===== src/rtl/vef_pkg.sv =====
package vef_pkg;
  localparam int VERN_W     = 8;
  localparam int NUM_LANES  = 18;
  localparam int NUM_GROUPS = 8;
  localparam int LANE_W     = $clog2(NUM_LANES);
  localparam int GRP_W      = $clog2(NUM_GROUPS);
  localparam logic [VERN_W-1:0] VERN_MAX = '1;

  typedef struct packed {
    logic              loadCoarse;
    logic              clearAcc;
    logic              record;
    logic [LANE_W-1:0] recLane;
    logic [VERN_W-1:0] recVal;
    logic              setSat;
    logic              commit;
    logic              dropCoarse;
  } vefStrobes_t;

  // Lane to shared vernier group: pairs of data lanes, ECC lane joins the middle-upper pair of its half.
  function automatic logic [GRP_W-1:0] groupOf(input logic [LANE_W-1:0] lane);
    logic [GRP_W-1:0] g;
    if (lane == LANE_W'(16))      g = GRP_W'(2);
    else if (lane == LANE_W'(17)) g = GRP_W'(6);
    else                          g = GRP_W'(lane >> 1);
    return g;
  endfunction

  function automatic int lanesIn(input int g);
    return (g == 2 || g == 6) ? 3 : 2;
  endfunction
endpackage


===== src/rtl/vef_ctrl.sv =====
module vef_ctrl
  import vef_pkg::*;
#(
  parameter int NUM_RANKS = 2,
  parameter int RANK_W    = (NUM_RANKS > 1) ? $clog2(NUM_RANKS) : 1
) (
  input  logic              clk,
  input  logic              rstN,
  input  logic              start,
  input  logic              trialAck,
  input  logic              trialPass,
  output logic              trialReq,
  output logic [RANK_W-1:0] trialRank,
  output logic [LANE_W-1:0] trialLane,
  output logic [VERN_W-1:0] trialVern,
  output logic              done,
  output vefStrobes_t       strb
);
  typedef enum logic [2:0] {S_IDLE, S_ISSUE, S_WAIT, S_COMMIT, S_DROP} state_t;

  localparam logic [LANE_W-1:0] LAST_LANE = LANE_W'(NUM_LANES - 1);
  localparam logic [RANK_W-1:0] LAST_RANK = RANK_W'(NUM_RANKS - 1);

  state_t            state;
  logic [RANK_W-1:0] rankIdx;
  logic [LANE_W-1:0] laneIdx;
  logic [VERN_W-1:0] vernIdx;
  logic              doneR;
  logic              laneEnd;
  logic              stepUp;

  assign trialReq  = (state == S_ISSUE);
  assign trialRank = rankIdx;
  assign trialLane = laneIdx;
  assign trialVern = vernIdx;
  assign done      = doneR;

  assign stepUp  = (state == S_WAIT) && trialAck && trialPass && (vernIdx != VERN_MAX);
  assign laneEnd = (state == S_WAIT) && trialAck && !stepUp;

  always_comb begin
    strb            = '0;
    strb.loadCoarse = (state == S_IDLE) && start;
    strb.clearAcc   = (state == S_IDLE) && start;
    strb.record     = laneEnd;
    strb.recLane    = laneIdx;
    strb.setSat     = laneEnd && trialPass;
    if (trialPass)             strb.recVal = VERN_MAX;
    else if (vernIdx == '0)    strb.recVal = '0;
    else                       strb.recVal = vernIdx - VERN_W'(1);
    strb.commit     = (state == S_COMMIT);
    strb.dropCoarse = (state == S_DROP);
  end

  always_ff @(posedge clk) begin
    if (!rstN) begin
      state   <= S_IDLE;
      rankIdx <= '0;
      laneIdx <= '0;
      vernIdx <= '0;
      doneR   <= 1'b0;
    end else begin
      doneR <= (state == S_DROP);
      unique case (state)
        S_IDLE: if (start) begin
          rankIdx <= '0;
          laneIdx <= '0;
          vernIdx <= '0;
          state   <= S_ISSUE;
        end
        S_ISSUE: state <= S_WAIT;
        S_WAIT: begin
          if (stepUp) begin
            vernIdx <= vernIdx + VERN_W'(1);
            state   <= S_ISSUE;
          end else if (laneEnd) begin
            vernIdx <= '0;
            if (laneIdx == LAST_LANE) begin
              laneIdx <= '0;
              if (rankIdx == LAST_RANK) state <= S_COMMIT;
              else begin
                rankIdx <= rankIdx + RANK_W'(1);
                state   <= S_ISSUE;
              end
            end else begin
              laneIdx <= laneIdx + LANE_W'(1);
              state   <= S_ISSUE;
            end
          end
        end
        S_COMMIT: state <= S_DROP;
        S_DROP:   state <= S_IDLE;
        default:  state <= S_IDLE;
      endcase
    end
  end
endmodule


===== src/rtl/vef_datapath.sv =====
module vef_datapath
  import vef_pkg::*;
#(
  parameter int NUM_RANKS = 2,
  parameter int CRS_W     = 4
) (
  input  logic                         clk,
  input  logic                         rstN,
  input  vefStrobes_t                  strb,
  input  logic [CRS_W-1:0]             coarseHiIn,
  output logic [CRS_W-1:0]             coarseOut,
  output logic [NUM_GROUPS*VERN_W-1:0] groupVernFlat,
  output logic                         satFlag
);
  localparam int SUM_W = VERN_W + $clog2(3 * NUM_RANKS) + 1;

  logic [CRS_W-1:0] coarseR;
  logic             satR;
  logic [GRP_W-1:0] recGroup;

  assign recGroup  = groupOf(strb.recLane);
  assign coarseOut = coarseR;
  assign satFlag   = satR;

  always_ff @(posedge clk) begin
    if (!rstN) begin
      coarseR <= '0;
      satR    <= 1'b0;
    end else begin
      if (strb.loadCoarse)      coarseR <= coarseHiIn;
      else if (strb.dropCoarse) coarseR <= coarseR - CRS_W'(1);
      if (strb.clearAcc)        satR <= 1'b0;
      else if (strb.setSat)     satR <= 1'b1;
    end
  end

  for (genvar g = 0; g < NUM_GROUPS; g++) begin : g_grp
    localparam int DIV = lanesIn(g) * NUM_RANKS;
    logic [SUM_W-1:0]  acc;
    logic [VERN_W-1:0] vern;
    logic [SUM_W-1:0]  quot;

    assign quot = acc / SUM_W'(DIV);
    assign groupVernFlat[g*VERN_W +: VERN_W] = vern;

    always_ff @(posedge clk) begin
      if (!rstN) begin
        acc  <= '0;
        vern <= '0;
      end else begin
        if (strb.clearAcc)
          acc <= '0;
        else if (strb.record && recGroup == GRP_W'(g))
          acc <= acc + SUM_W'(strb.recVal);
        if (strb.commit) vern <= quot[VERN_W-1:0];
      end
    end
  end
endmodule


===== src/rtl/vernier_edge_finder.sv =====
module vernier_edge_finder
  import vef_pkg::*;
#(
  parameter int NUM_RANKS = 2,
  parameter int CRS_W     = 4,
  parameter int RANK_W    = (NUM_RANKS > 1) ? $clog2(NUM_RANKS) : 1
) (
  input  logic                         clk,
  input  logic                         rstN,
  input  logic                         start,
  input  logic [CRS_W-1:0]             coarseHiIn,
  output logic [CRS_W-1:0]             coarseOut,
  output logic                         done,
  output logic                         trialReq,
  output logic [RANK_W-1:0]            trialRank,
  output logic [LANE_W-1:0]            trialLane,
  output logic [VERN_W-1:0]            trialVern,
  input  logic                         trialAck,
  input  logic                         trialPass,
  output logic [NUM_GROUPS*VERN_W-1:0] groupVernFlat,
  output logic                         satFlag
);
  vefStrobes_t strb;

  vef_ctrl #(.NUM_RANKS(NUM_RANKS), .RANK_W(RANK_W)) u_ctrl (
    .clk(clk), .rstN(rstN), .start(start),
    .trialAck(trialAck), .trialPass(trialPass),
    .trialReq(trialReq), .trialRank(trialRank), .trialLane(trialLane),
    .trialVern(trialVern), .done(done), .strb(strb)
  );

  vef_datapath #(.NUM_RANKS(NUM_RANKS), .CRS_W(CRS_W)) u_dp (
    .clk(clk), .rstN(rstN), .strb(strb), .coarseHiIn(coarseHiIn),
    .coarseOut(coarseOut), .groupVernFlat(groupVernFlat), .satFlag(satFlag)
  );
endmodule


===== config.mk =====
export PLATFORM = sky130hd
export DESIGN_NAME = vernier_edge_finder
export DESIGN_NICKNAME = d
export VERILOG_FILES = /design/src/rtl/vef_pkg.sv /design/src/rtl/vef_ctrl.sv /design/src/rtl/vef_datapath.sv /design/src/rtl/vernier_edge_finder.sv
export SDC_FILE = /design/constraint.sdc
export NUM_CORES = 1
export LEC_CHECK = 0
export BUFFER_PORTS_ARGS = -buffer_cell sky130_fd_sc_hd__buf_2
export CELL_PAD_IN_SITES_DETAIL_PLACEMENT = 0
export CELL_PAD_IN_SITES_GLOBAL_PLACEMENT = 2
export CORE_MARGIN = 1.5
export CORE_UTILIZATION = 32
export DETAILED_ROUTE_END_ITERATION = 8
export PLACE_DENSITY = 0.69
export SETUP_SLACK_MARGIN = 0.5
export SLEW_MARGIN = 0
export SYNTH_ARGS = -nofsm -noshare
export SYNTH_HDL_FRONTEND = slang
export SYNTH_SLANG_ARGS = --single-unit
export TNS_END_PERCENT = 1

===== constraint.sdc =====
create_clock -name clk -period 9.25 [get_ports clk]
set_input_delay 2.775 -clock clk [delete_from_list [all_inputs] [get_ports clk]]
set_output_delay 2.775 -clock clk [all_outputs]
set_load 0.01 [all_outputs]

==> results.rst <==
.. list-table::
   :header-rows: 1

   * - Metric
     - Value
   * - Crit Path Category
     - input pin to flip-flop
   * - Post-synthesis cell type with the largest combined area
     - sky130_fd_sc_hd__dfxtp_1
   * - Final critical path time including I/O delays and setup
     - 5.14 ns
   * - Max cap viols
     - 0
   * - Synthesized netlist cell count
     - around 1400
   * - GRT Residual Overflow
     - 0
   * - Detailed Route WL
     - 30.8 mm
   * - Slew at the pin closest to its max-slew limit
     - about 1.1 ns
   * - FF-to-FF path depth
     - 16
   * - Hold path startpoint
     - u_dp.g_grp[7].vern[2]
   * - Share of cells above drive strength 1
     - 0.110
   * - IO Count
     - 94
   * - Cell at the root of the clock tree
     - sky130_fd_sc_hd__clkbuf_16
   * - Wire length on met3
     - 1.01 mm
   * - Final cell count without fillers
     - 1871
   * - Final-report max-slew violation count
     - 0
   * - DRC violations left
     - 0
   * - Count of distinct cell types in the synthesized netlist
     - 83
   * - Most instantiated library cell after synthesis
     - sky130_fd_sc_hd__nand2_1
   * - Fin nets
     - between 1000 and 1500
   * - Maximum clock rate
     - 194 MHz
   * - Post-route clock period utilization
     - 0.556
   * - WHS Path Cells
     - 2
   * - Most frequently used flop master after synthesis
     - sky130_fd_sc_hd__dfxtp_1
   * - Quantity of hold-fixing buffers added after cts
     - 0
   * - Resized cells post-CTS
     - 0
   * - Number of antenna violations at the first check in global routing
     - 0
   * - Post-DRT Antenna Nets
     - 0
   * - Highest routed layer
     - met4
   * - Async S/R FF share, synth
     - 0
   * - Leakage power total
     - approximately 5 nW
   * - Worst setup startpoint
     - trialPass
   * - Worst Setup End Kind
     - flip-flop
   * - Final setup violation count
     - 0
   * - Final instance area
     - 12200 µm²
   * - Number of iterations in the first detailed-routing pass
     - 5
   * - Origin of the critical flop-to-flop path
     - u_ctrl.trialVern[0]
   * - Required time of the critical path
     - roughly 9.6 ns
   * - Max Clock Skew
     - about 0.0085 ns
   * - Top cell type's share of synthesized area
     - 0.314
   * - Arrival time of data at the critical path endpoint
     - roughly 5.5 ns
   * - Hold Vio Cnt, Final
     - 0
   * - Worst min-delay path class
     - flip-flop to flip-flop
   * - Fill cell instance count of the final layout
     - 3603
   * - Total Die Area
     - 35100 µm²
   * - Quantity of I/O buffers inserted on ports
     - 93
   * - Power Density
     - 128 nW/µm²
   * - Global-route wire length before repair
     - roughly 50 mm
   * - Top cells by area in the synthesized netlist
     - sky130_fd_sc_hd__dfxtp_1, sky130_fd_sc_hd__ha_1, sky130_fd_sc_hd__nand2_1
   * - Core Rows
     - 67
   * - Run status
     - finished clean
   * - RSZ-0062 raised after global routing
     - no
   * - Clock latency on the worst-skew pair
     - 0.44 ns
   * - Critical path startpoint category
     - input pin
   * - VDD IR max
     - 0.000126 V
   * - Postcts setup bufs
     - 0
   * - Gpl congestion
     - 0.821
   * - Instance area at placement
     - about 12000 µm²
   * - Detailed Place HPWL
     - 21.2 mm
   * - DR WL met2
     - 14.0 mm
   * - Headroom to the max-slew limit
     - 0.238
   * - Drt wl/cell
     - 16.5 µm
   * - Worst-case register-to-register setup slack
     - 4.79 ns
   * - End-of-flow core utilization
     - 0.363
   * - H-tree levels
     - 4
   * - Setup TNS
     - 0 ns
   * - Via count of the first global-routing pass
     - 9131
   * - Seq cells post-synth
     - 171
   * - Post-synth EDFFs
     - 0
   * - Largest net degree at the start of global routing
     - 57
   * - Number of DRC markers after the initial detailed-route iteration
     - 567
   * - Number of antenna cells inserted
     - 0
   * - Starting density of the core
     - 0.325
   * - Die Wd
     - 187 µm
   * - Worst R2R End
     - u_dp.g_grp[6].acc[8]
   * - Area added between synthesis and finish
     - 11.6%
   * - Number of CTS-inserted buffers
     - 17
   * - Clock transition time at the flip-flop clock pins of the worst setup and hold paths
     - roughly 0.07 ns
   * - Post-Syn Area per Cell
     - slightly below 8 µm²
   * - M1 WL
     - 15.4 mm
   * - CTS tree
     - built
   * - Inst Count DP
     - 1841
   * - Critical path peak fanout
     - 12
   * - Top cells by instance count after synthesis
     - sky130_fd_sc_hd__nand2_1, sky130_fd_sc_hd__dfxtp_1, sky130_fd_sc_hd__a21oi_1, sky130_fd_sc_hd__nor2_1, sky130_fd_sc_hd__ha_1
   * - Detailed-route via count
     - 9649
   * - Hold-critical path endpoint
     - u_dp.g_grp[7].vern[2]
   * - Sequential cell area fraction in the yosys report
     - 0.314
   * - Num Clock Sinks
     - 171
   * - Number of warnings issued by yosys
     - 0
   * - Net Count, Synth
     - 1465
   * - Cell area after synthesis
     - 10900 µm²
   * - Buffer levels on the longest clock path
     - 2
   * - Overall Global Routing Usage
     - 0.179
   * - Hold slack
     - 0.460 ns
   * - Vias per std cell
     - 5.16
   * - Die Ht
     - 187 µm
   * - Core area
     - 33500 µm²
==> kinds of logic after synthesis <==
logic type / synth area share
buf+inv: 0.0579
compound gates: 0.262
flops: 0.314
fa+ha+maj: 0.0961
xor+xnor: 0.0554
simple gates: 0.198
mux: 0.0160
==> final cells by class <==
type	count	area (µm²)	area share
multi-input cells	1057	6860	0.564
flip-flops and latches	171	3420	0.282
well taps	448	561	0.0461
repair buffers	102	533	0.0438
clock buffers	23	478	0.0393
inverters	63	236	0.0195
clock inverters	7	67.6	0.00556
==> sequential cells by signal, indices dropped and copies added, names as in the netlist <==
signal and count:
u_ctrl.done 1, u_dp.coarseOut 4, u_ctrl.trialLane 5, u_ctrl.state 3, u_dp.g_grp.acc 84, u_ctrl.trialRank 1
u_dp.satFlag 1, u_ctrl.trialVern 8, u_dp.g_grp.vern 64
==> per-layer routing <==
| layer | GRT usage | vias up |
|---|---|---|
| li1 | - | 4947 |
| met5 | 0 | - |
| met4 | 0.0492 | 0 |
| met3 | 0.0311 | 26 |
| met1 | 0.242 | 4519 |
| met2 | 0.292 | 157 |
==> worst max-delay path by stage <==
stage	to	slack (ns)	depth (start not counted)
floorplan	u_dp.g_grp[0].acc[9]	3.85	11
global placement	u_dp.g_grp[6].acc[8]	3.69	12
detailed placement	u_dp.g_grp[6].acc[10]	3.63	12
CTS	u_dp.g_grp[6].acc[8]	4.10	12
global route	u_dp.g_grp[6].acc[8]	3.88	12
finish	u_dp.g_grp[6].acc[8]	4.11	12
==> worst max-delay path, stage by stage <==
cell and delay [ns]:
sky130_fd_sc_hd__buf_2 0.16, sky130_fd_sc_hd__o21bai_1 0.45, sky130_fd_sc_hd__ha_1 0.38, sky130_fd_sc_hd__fa_1 0.41, sky130_fd_sc_hd__a21o_1 0.18, sky130_fd_sc_hd__a21oi_1 0.22
sky130_fd_sc_hd__o21bai_1 0.09, sky130_fd_sc_hd__a21oi_1 0.22, sky130_fd_sc_hd__o21bai_1 0.09, sky130_fd_sc_hd__a21oi_1 0.24, sky130_fd_sc_hd__o21ai_0 0.13, sky130_fd_sc_hd__a21oi_1 0.15
==> metrics by stage <==
| stage | worst slack (ns) | total power (W) |
|---|---|---|
| after CTS | 4.10 | 0.00159 |
| final | 4.11 | 0.00156 |
| after detailed placement | 3.63 | 0.000878 |
| after floorplan | 3.85 | 0.000838 |
| after global routing | 3.88 | 0.00163 |
| after global placement | 3.69 | 0.000878 |
==> power by group <==
| group | internal, W | switching, W | leakage [nW] |
|---|---|---|---|
| combinational | 0.0000369 | 0.0000768 | 3.35 |
| clock | 0.000388 | 0.000311 | 0.261 |
| sequential | 0.000740 | 0.00000471 | 1.38 |
| total | 0.00116 | 0.000393 | 4.99 |
==> placed cells by master (no fill, tap or decap), drive strengths merged, types with 37 or more instances in the layout <==
cell / synthesis / layout
xnor2: 52 / 52
buf: 31 / 102
a21boi: 55 / 55
nand2: 201 / 201
nor2: 103 / 103
o21bai: 38 / 38
o21ai: 37 / 37
ha: 70 / 70
dfxtp: 171 / 171
inv: 62 / 62
a21oi: 148 / 148
(Power assumes the default switching activity.)
